==> config.mk <==
export PLATFORM = sky130hd
export DESIGN_NAME = irq_vec_ctrl
export DESIGN_NICKNAME = d
export VERILOG_FILES = /design/src/rtl/irq_vec_pkg.sv /design/src/rtl/irq_qual.sv /design/src/rtl/irq_prio_pick.sv /design/src/rtl/irq_svc_track.sv /design/src/rtl/irq_vec_ctrl.sv
export SDC_FILE = /design/constraint.sdc
export NUM_CORES = 1
export LEC_CHECK = 0
export ABC_AREA = 0
export BUFFER_PORTS_ARGS = -buffer_cell sky130_fd_sc_hd__buf_2
export CAP_MARGIN = 20
export CORE_UTILIZATION = 30
export DETAILED_ROUTE_END_ITERATION = 16
export PLACE_DENSITY = 0.72
export SLEW_MARGIN = 20
export SYNTH_ARGS = -nofsm -noshare
export SYNTH_HDL_FRONTEND = slang
export SYNTH_SLANG_ARGS = --single-unit
==> constraint.sdc <==
create_clock -name clk -period 1.5 [get_ports clk]
set_input_delay 0.225 -clock clk [delete_from_list [all_inputs] [get_ports clk]]
set_output_delay 0.225 -clock clk [all_outputs]
set_load 0.005 [all_outputs]
==> src/rtl/irq_vec_pkg.sv <==
package irq_vec_pkg;
  typedef enum logic {
    LVL_LO = 1'b0,
    LVL_HI = 1'b1
  } irq_lvl_e;

  localparam int NUM_LVL = 2;
endpackage

==> src/rtl/irq_qual.sv <==
module irq_qual #(
  parameter int NUM_SRC = 5
) (
  input  logic [NUM_SRC-1:0] req_i,
  input  logic               glb_en_i,
  input  logic [NUM_SRC-1:0] src_en_i,
  input  logic [NUM_SRC-1:0] src_hi_i,
  output logic [NUM_SRC-1:0] cand_lo_o,
  output logic [NUM_SRC-1:0] cand_hi_o
);
  logic [NUM_SRC-1:0] elig;

  always_comb begin
    elig      = req_i & src_en_i & {NUM_SRC{glb_en_i}};
    cand_hi_o = elig & src_hi_i;
    cand_lo_o = elig & ~src_hi_i;
  end
endmodule

==> src/rtl/irq_prio_pick.sv <==
module irq_prio_pick #(
  parameter int NUM_SRC = 5,
  parameter int IDX_W   = (NUM_SRC > 1) ? $clog2(NUM_SRC) : 1
) (
  input  logic [NUM_SRC-1:0] cand_i,
  output logic               any_o,
  output logic [NUM_SRC-1:0] grant_o,
  output logic [IDX_W-1:0]   idx_o
);
  logic [NUM_SRC:0] blocked;

  assign blocked[0] = 1'b0;

  genvar gi;
  generate
    for (gi = 0; gi < NUM_SRC; gi++) begin : g_chain
      assign blocked[gi+1] = blocked[gi] | cand_i[gi];
      assign grant_o[gi]   = cand_i[gi] & ~blocked[gi];
    end
  endgenerate

  assign any_o = blocked[NUM_SRC];

  always_comb begin
    idx_o = '0;
    for (int i = 0; i < NUM_SRC; i++) begin
      if (grant_o[i]) idx_o = idx_o | IDX_W'(i);
    end
  end
endmodule

==> src/rtl/irq_svc_track.sv <==
module irq_svc_track (
  input  logic clk,
  input  logic rst_n,
  input  logic ack_i,
  input  logic take_i,
  input  logic take_hi_i,
  input  logic reti_i,
  output logic act_lo_q_o,
  output logic act_hi_q_o,
  output logic act_lo_nxt_o,
  output logic act_hi_nxt_o
);
  logic act_lo_q, act_hi_q;
  logic act_lo_d, act_hi_d;
  logic lo_after_ret, hi_after_ret;
  logic accept;

  always_comb begin
    hi_after_ret = act_hi_q;
    lo_after_ret = act_lo_q;
    if (reti_i) begin
      if (act_hi_q) hi_after_ret = 1'b0;
      else          lo_after_ret = 1'b0;
    end
    accept   = ack_i & take_i;
    act_hi_d = hi_after_ret | (accept & take_hi_i);
    act_lo_d = lo_after_ret | (accept & ~take_hi_i);
  end

  always_ff @(posedge clk or negedge rst_n) begin
    if (!rst_n) begin
      act_lo_q <= 1'b0;
      act_hi_q <= 1'b0;
    end else begin
      act_lo_q <= act_lo_d;
      act_hi_q <= act_hi_d;
    end
  end

  assign act_lo_q_o   = act_lo_q;
  assign act_hi_q_o   = act_hi_q;
  assign act_lo_nxt_o = act_lo_d;
  assign act_hi_nxt_o = act_hi_d;

  AST_ACK_SETS_HI: assert property (@(posedge clk) disable iff (!rst_n)
    (ack_i && take_i && take_hi_i) |=> act_hi_q);
  AST_ACK_SETS_LO: assert property (@(posedge clk) disable iff (!rst_n)
    (ack_i && take_i && !take_hi_i) |=> act_lo_q);
  AST_RETI_CLEARS_HI: assert property (@(posedge clk) disable iff (!rst_n)
    (reti_i && act_hi_q && !ack_i) |=> !act_hi_q);
  AST_IDLE_ACK_NOP: assert property (@(posedge clk) disable iff (!rst_n)
    (ack_i && !take_i && !reti_i) |=> ($stable(act_hi_q) && $stable(act_lo_q)));
endmodule

==> src/rtl/irq_vec_ctrl.sv <==
module irq_vec_ctrl #(
  parameter int NUM_SRC    = 5,
  parameter int ADDR_W     = 16,
  parameter int VEC_BASE   = 3,
  parameter int VEC_STRIDE = 8
) (
  input  logic               clk,
  input  logic               rst_n,
  input  logic [NUM_SRC-1:0] req_i,
  input  logic               glb_en_i,
  input  logic [NUM_SRC-1:0] src_en_i,
  input  logic [NUM_SRC-1:0] src_hi_i,
  input  logic               ack_i,
  input  logic               reti_i,
  output logic               irq_o,
  output logic               irq_hi_o,
  output logic [ADDR_W-1:0]  vec_o,
  output logic               act_lo_o,
  output logic               act_hi_o
);
  import irq_vec_pkg::*;

  localparam int IDX_W = (NUM_SRC > 1) ? $clog2(NUM_SRC) : 1;

  logic [NUM_LVL-1:0][NUM_SRC-1:0] cand;
  logic [NUM_LVL-1:0][NUM_SRC-1:0] grant;
  logic [NUM_LVL-1:0][IDX_W-1:0]   lvl_idx;
  logic [NUM_LVL-1:0]              lvl_any;

  logic act_lo_q, act_hi_q, act_lo_nxt, act_hi_nxt;

  logic              irq_d, irq_q;
  irq_lvl_e          lvl_d, lvl_q;
  logic [IDX_W-1:0]  idx_d;
  logic [ADDR_W-1:0] vec_d, vec_q;
  logic              upd_en;

  irq_qual #(.NUM_SRC(NUM_SRC)) u_qual (
    .req_i     (req_i),
    .glb_en_i  (glb_en_i),
    .src_en_i  (src_en_i),
    .src_hi_i  (src_hi_i),
    .cand_lo_o (cand[LVL_LO]),
    .cand_hi_o (cand[LVL_HI])
  );

  genvar gl;
  generate
    for (gl = 0; gl < NUM_LVL; gl++) begin : g_lvl
      irq_prio_pick #(.NUM_SRC(NUM_SRC), .IDX_W(IDX_W)) u_pick (
        .cand_i  (cand[gl]),
        .any_o   (lvl_any[gl]),
        .grant_o (grant[gl]),
        .idx_o   (lvl_idx[gl])
      );
    end
  endgenerate

  irq_svc_track u_track (
    .clk          (clk),
    .rst_n        (rst_n),
    .ack_i        (ack_i),
    .take_i       (irq_q),
    .take_hi_i    (lvl_q == LVL_HI),
    .reti_i       (reti_i),
    .act_lo_q_o   (act_lo_q),
    .act_hi_q_o   (act_hi_q),
    .act_lo_nxt_o (act_lo_nxt),
    .act_hi_nxt_o (act_hi_nxt)
  );

  // Next-state: arbitrate against the in-service state that will hold after this clock.
  always_comb begin
    irq_d = 1'b0;
    lvl_d = LVL_LO;
    idx_d = '0;
    if (lvl_any[LVL_HI] && !act_hi_nxt) begin
      irq_d = 1'b1;
      lvl_d = LVL_HI;
      idx_d = lvl_idx[LVL_HI];
    end else if (lvl_any[LVL_LO] && !act_hi_nxt && !act_lo_nxt) begin
      irq_d = 1'b1;
      lvl_d = LVL_LO;
      idx_d = lvl_idx[LVL_LO];
    end
    vec_d  = irq_d ? (ADDR_W'(VEC_BASE) + ADDR_W'(idx_d) * ADDR_W'(VEC_STRIDE)) : '0;
    upd_en = 1'b1;
  end

  always_ff @(posedge clk or negedge rst_n) begin
    if (!rst_n) begin
      irq_q <= 1'b0;
      lvl_q <= LVL_LO;
      vec_q <= '0;
    end else if (upd_en) begin
      irq_q <= irq_d;
      lvl_q <= lvl_d;
      vec_q <= vec_d;
    end
  end

  assign irq_o    = irq_q;
  assign irq_hi_o = (lvl_q == LVL_HI) & irq_q;
  assign vec_o    = vec_q;
  assign act_lo_o = act_lo_q;
  assign act_hi_o = act_hi_q;

  AST_GLB_OFF_SILENT: assert property (@(posedge clk) disable iff (!rst_n)
    !glb_en_i |=> !irq_o);
  AST_SRC_EN_SILENT: assert property (@(posedge clk) disable iff (!rst_n)
    !(|(req_i & src_en_i)) |=> !irq_o);
  AST_SINGLE_GRANT: assert property (@(posedge clk) disable iff (!rst_n)
    $onehot0(grant[LVL_LO]) && $onehot0(grant[LVL_HI]));
  AST_VEC_NOT_RESET: assert property (@(posedge clk) disable iff (!rst_n)
    irq_o |-> (vec_o != '0));
  AST_LO_ACT_HI_ONLY: assert property (@(posedge clk) disable iff (!rst_n)
    (act_lo_o && irq_o) |-> irq_hi_o);
  AST_HI_ACT_SILENT: assert property (@(posedge clk) disable iff (!rst_n)
    act_hi_o |-> !irq_o);
endmodule

==> impl_metrics.ini, run 1 <==
[clocking]
cts_buffers = 3
cts_sinks = 7
clk_path_buf_depth = 2
cts_setup_buffers = 0
clk_pin_slew_ns = 0.05
clock_latency_ns = 0.24
cts_tree = done
root_buffer = clkbuf_4
cts_max_level = 1

[synth]
seq_area_frac_synth = 0.287
netlist_top_cells_count = buf_4 (14), dfrtp_1 (7), nand4_1 (5), inv_1 (4)
synth-edff-count = 0
ys.flop_type = dfrtp_1
syn_inst = 63
ys_ff_latch = 7
synth.top_cell.area_share = 0.287
synth_area_leaders = dfrtp_1 (29%), buf_4 (17%), nand4_1 (5.1%)
ys_warn_count = 0
synth-async-reset-ratio = 1.00
ys_types = 32
synth_area_um2 = 611
yosys.cell_count.top_type = buf_4
syn-mean-instance-area_um2 = 9.69
synth.largest_area_cell = dfrtp_1

[critical_path]
arrival_ns = 1.50
critical_path.cell_chain = nand3_1 > a21boi_1 > inv_1 > a31oi_4 > mux2i_1
startpoint_type = flop
max_stage_delay_ns = 0.41
slowest_stage = dfrtp_1
crit_required_ns = 1.66
end_kind = flop
worstSetupPathType = reg -> reg
path_delay_family = compound AO/OA/AOI/OAI gates
cp_num_buf_inv = 1
worstPathMaxFanout = 6

[layout]
n_antenna_cell = 0
syn_to_final_growth_pct = 25.4
drive_above_1_share = 0.447
design_area_um2 = 766
fin_nets = 115

[route]
wl_per_cell_um = 10.3
drt_iter0_drc = 7
met3_wirelength_um = 90
route.detailed.drc = 0
viasPerCell = 4.46
dr_wl_met2_um = 579
top_layer = met3
drt_wl_total_um = 1230
drt-met1-wl_um = 562
dr.pass1.iters = 4
antenna_left = 0
via_count = 531

[floorplan]
die-area_um2 = 2220
core_area_um2 = 1820
start_util = 0.335
die_h_um = 47.1
num_rows = 15
fp.dieW_um = 47.1
num_io_pins = 40

[grt]
antenna_found_initial = 0
grt_overflow_total = 0
grt_pass1_wl_um = 1810
grt_max_degree = 10
grt_pass1_vias = 471
grt_use_total = 0.119

[power_and_ir_drop]
power_density_nw_per_um2 = 747
peakVddDrop_uv = 251
leakage_nw = 0.382

[timing]
period_minus_slack_ns = 1.34
fin_setup_tns_ns = 0
fmax_ghz = 0.745
finalSetupViolations = 0
period_share = 0.895
rsz0062_at_grt = no
fin_skew_ns = 0.00104
slew_violations = 0
finalHoldViolCount = 0

[placement]
hpwlAfterDp_um = 1100
port_buffers = 28
placed_area_um2 = 729
finalWeightedCongestion = 0.722

[flow_run]
cap_violations = 0

[status]
status = finished clean

[min_path]
min_path_type = in -> reg
## final cells by class
| class | count | area (um^2) |
|---|---|---|
| fill | 190 | 1050 |
| multi-input combinational | 48 | 353 |
| sequential | 7 | 175 |
| timing repair buffer | 31 | 165 |
| tap | 25 | 31.3 |
| clock buffer | 4 | 26.3 |
| inverter | 4 | 15.0 |
## per-stage QoR
step	std cells	worst slack, ns	total power, mW	utilization	hold slack [ns]
floorplan	73	0.229	0.359	-	-0.0706
global placement	114	0.141	0.404	0.401	0.0581
detailed placement	114	0.0844	0.413	0.401	0.0622
CTS	119	0.119	0.585	0.421	0.281
global route	119	0.0362	0.618	0.421	0.298
finish	119	0.158	0.572	0.421	0.295
## tightest hold or removal path: stages
cell and delay (ns):
buf_2 0.13, nand2_1 0.07, a211oi_2 0.06
## repair_timing
| item | 4_1_cts | 5_1_grt |
|---|---|---|
| resized for setup | 0 | 0 |
| hold buffers | 1 | 0 |
| endpoints found under the hold margin | 7 | 0 |
## power breakdown
group | leakage [nW] | switching [mW] | internal, mW
clock | 0.0150 | 0.0614 | 0.101
sequential | 0.0922 | 0.0146 | 0.211
combinational | 0.274 | 0.0960 | 0.0876
total | 0.382 | 0.172 | 0.400
## logic make-up (layout without fill, tap and decap cells)
| kind of cell | count (synthesis) | in the layout | share of synthesized area |
|---|---|---|---|
| other | 1 | 11 | 0.00614 |
| adders and majority gates | 1 | 1 | 0.0164 |
| DFF | 7 | 7 | 0.287 |
| AOI/OAI and AO/OA | 12 | 12 | 0.213 |
| muxes | 1 | 1 | 0.0164 |
| and+or+nand+nor | 23 | 23 | 0.264 |
| buffers and inverters | 18 | 39 | 0.197 |
## per-layer routing
metal | vias to the layer above | track usage
li1 | 273 | -
met1 | 227 | 0.145
met2 | 31 | 0.206
met3 | 0 | 0.0115
met4 | 0 | 0.0686
met5 | - | 0
## registers in the layout, summed over array words and instances, names as in the netlist
name and cells:
vec_o 4, u_track.act_hi_q_o 1, u_track.act_lo_q_o 1, lvl_q 1
## placed cells by master, fill, tap and decap left out, types with 2 or more instances in the layout
master	synthesis	layout
clkbuf_4	0	3
nand2_1	3	3
nand4_1	5	5
nand3_1	3	3
conb_1	1	11
dfrtp_1	7	7
o21ai_0	2	2
buf_2	0	28
buf_4	14	2
inv_1	4	4
## path summary, 6_finish.rpt
kind                                          from                      endpoint  slack [ns]  cells after the start
worst max register to register  vec_o[1]$_DFF_PN0_            vec_o[3]$_DFF_PN0_        0.16                      5
min in group asynchronous                    rst_n  u_track.act_lo_q_o$_DFF_PN0_        0.34                      2
worst min-delay path                   src_hi_i[4]            vec_o[5]$_DFF_PN0_        0.30                      3
max in group asynchronous                    rst_n            vec_o[3]$_DFF_PN0_        1.01                      2
worst min register to register     lvl_q$_DFF_PN0_  u_track.act_lo_q_o$_DFF_PN0_        0.48                      1
worst max-delay path            vec_o[1]$_DFF_PN0_            vec_o[3]$_DFF_PN0_        0.16                      5
Note: power is estimated with default switching activity, not from simulation.
==> run 2: changes to the inputs <==
--- a/config.mk
+++ b/config.mk
@@ -9,8 +9,10 @@
 export BUFFER_PORTS_ARGS = -buffer_cell sky130_fd_sc_hd__buf_2
 export CAP_MARGIN = 20
 export CORE_UTILIZATION = 30
+export CTS_CLUSTER_SIZE = 40
 export DETAILED_ROUTE_END_ITERATION = 16
 export PLACE_DENSITY = 0.72
+export SETUP_SLACK_MARGIN = 0.3
 export SLEW_MARGIN = 20
 export SYNTH_ARGS = -nofsm -noshare
 export SYNTH_HDL_FRONTEND = slang
==> impl_metrics.ini, run 2 (synthesis gave the netlist of run 1 again) <==
[power_and_ir_drop]
power_density_nw_per_um2 = 748
finalPower_uw = 594
leakage_nw = 0.400
peakVddDrop_uv = 318

[floorplan]
num_rows = 15
die_h_um = 47.1
fp.dieW_um = 47.1
core_area_um2 = 1820
num_io_pins = 40
die-area_um2 = 2220
start_util = 0.335

[critical_path]
worst-r2r-setup-slack_ns = 0.26
max_stage_delay_ns = 0.38
r2r-start = lvl_q$_DFF_PN0_
path_delay_family = compound AO/OA/AOI/OAI gates
arrival_ns = 1.39
cp_num_buf_inv = 1
worstSetupPathType = reg -> reg
crit_required_ns = 1.66
startpoint_type = flop
critical_path.cell_chain = nand3_1 > a21boi_4 > inv_2 > a31oi_4 > mux2i_1
r2r_cells = 5
slowest_stage = dfrtp_1
r2r_end = vec_o[3]$_DFF_PN0_
end_kind = flop
worstPathMaxFanout = 4

[layout]
layout_common_cells = buf_2 (28), conb_1 (11), dfrtp_1 (7), nand4_1 (5), buf_4 (4)
multi_input_comb_area_um2 = 365
fill_cells = 194
design_area_um2 = 793
largest_reg_flops = 4
stdcell_count = 121
drive_above_1_share = 0.490
syn_to_final_growth_pct = 29.9
fin_nets = 117
layout_commonest_cell = buf_2
seqCellArea_um2 = 175
n_antenna_cell = 0

[min_path]
min_path_type = in -> reg
min_path_cells = 3
min_to = vec_o[5]$_DFF_PN0_
hp-start = src_hi_i[4]

[placement]
dp_cells = 112
hpwlAfterDp_um = 1040
finalWeightedCongestion = 0.733
placed_area_um2 = 718
port_buffers = 28

[route]
dr.pass1.iters = 4
wl_per_cell_um = 10.4
route.detailed.drc = 0
drt_iter0_drc = 13
viasPerCell = 4.63
via_count = 560
drt_wl_total_um = 1260
antenna_left = 0

[grt]
grt_overflow_total = 0
grt_max_degree = 12
antenna_found_initial = 0
grt_use_total = 0.123
grt_pass1_vias = 464
grt_pass1_wl_um = 1900

[flow_run]
cap_violations = 0

[clocking]
cts_tree = done
cts_sinks = 7
clk_pin_slew_ns = 0.05
cts_max_level = 1
clock_latency_ns = 0.24
cts_buffers = 3
clk_path_buf_depth = 2
root_buffer = clkbuf_4

[timing]
rsz0062_at_grt = yes
period_minus_slack_ns = 1.24
fmax_ghz = 0.809
fin_setup_tns_ns = 0
slew_violations = 0
period_share = 0.824
holdWs_ns = 0.289
finalHoldViolCount = 0
fin_skew_ns = 0.00218
finalSetupViolations = 0

[status]
status = finished clean
[run 2: how the worst max path moves through the flow]
stage                                   from                  to  slack, ns  cells past startpoint
after floorplan           vec_o[1]$_DFF_PN0_  vec_o[3]$_DFF_PN0_       0.30                      5
after global placement              glb_en_i  vec_o[4]$_DFF_PN0_       0.11                      5
after detailed placement            glb_en_i  vec_o[4]$_DFF_PN0_       0.05                      5
after CTS                    lvl_q$_DFF_PN0_  vec_o[3]$_DFF_PN0_       0.26                      5
after global routing         lvl_q$_DFF_PN0_  vec_o[3]$_DFF_PN0_       0.19                      5
final                        lvl_q$_DFF_PN0_  vec_o[3]$_DFF_PN0_       0.26                      5
[run 2: what timing repair did]
item,in CTS,in global routing
pin swaps,1,0
hold buffers,1,0
resized for setup,2,0
buffers inserted,3,1
setup endpoints to repair,3,3
endpoints found under the hold margin,7,0
[run 2: power by group]
part | switching, mW | internal (mW)
clock | 0.0607 | 0.101
combinational | 0.104 | 0.103
sequential | 0.0135 | 0.211
[run 2: worst reg2reg max path, delay by kind of cell, from the launching register on]
family / cells / cell delay [ns]
AOI/OAI and AO/OA: 2 / 0.39
DFF: 1 / 0.38
muxes: 1 / 0.24
and+or+nand+nor: 1 / 0.07
buffers and inverters: 1 / 0.07
[run 2: layout make-up]
type / instances / share of cell area
clock buffers: 4 / 0.0331
inverters: 4 / 0.0189
multi-input cells: 48 / 0.461
flip-flops and latches: 7 / 0.221
well taps: 25 / 0.0394
repair buffers: 33 / 0.227
[run 2: routing by layer]
layer,vias to the layer above,share of wire,track usage
met5,-,0,0
met3,0,0.081,0.0115
met1,245,0.46,0.163
li1,279,-,-
met4,0,0,0.0686
met2,36,0.46,0.197
[run 2: per-stage QoR]
stage          setup slack [ns]  utilization
6_report                  0.264        0.436
3_5_place_dp             0.0453        0.395
2_1_floorplan             0.302            -
3_3_place_gp              0.106        0.395
4_1_cts                   0.257        0.432
5_1_grt                   0.187        0.436
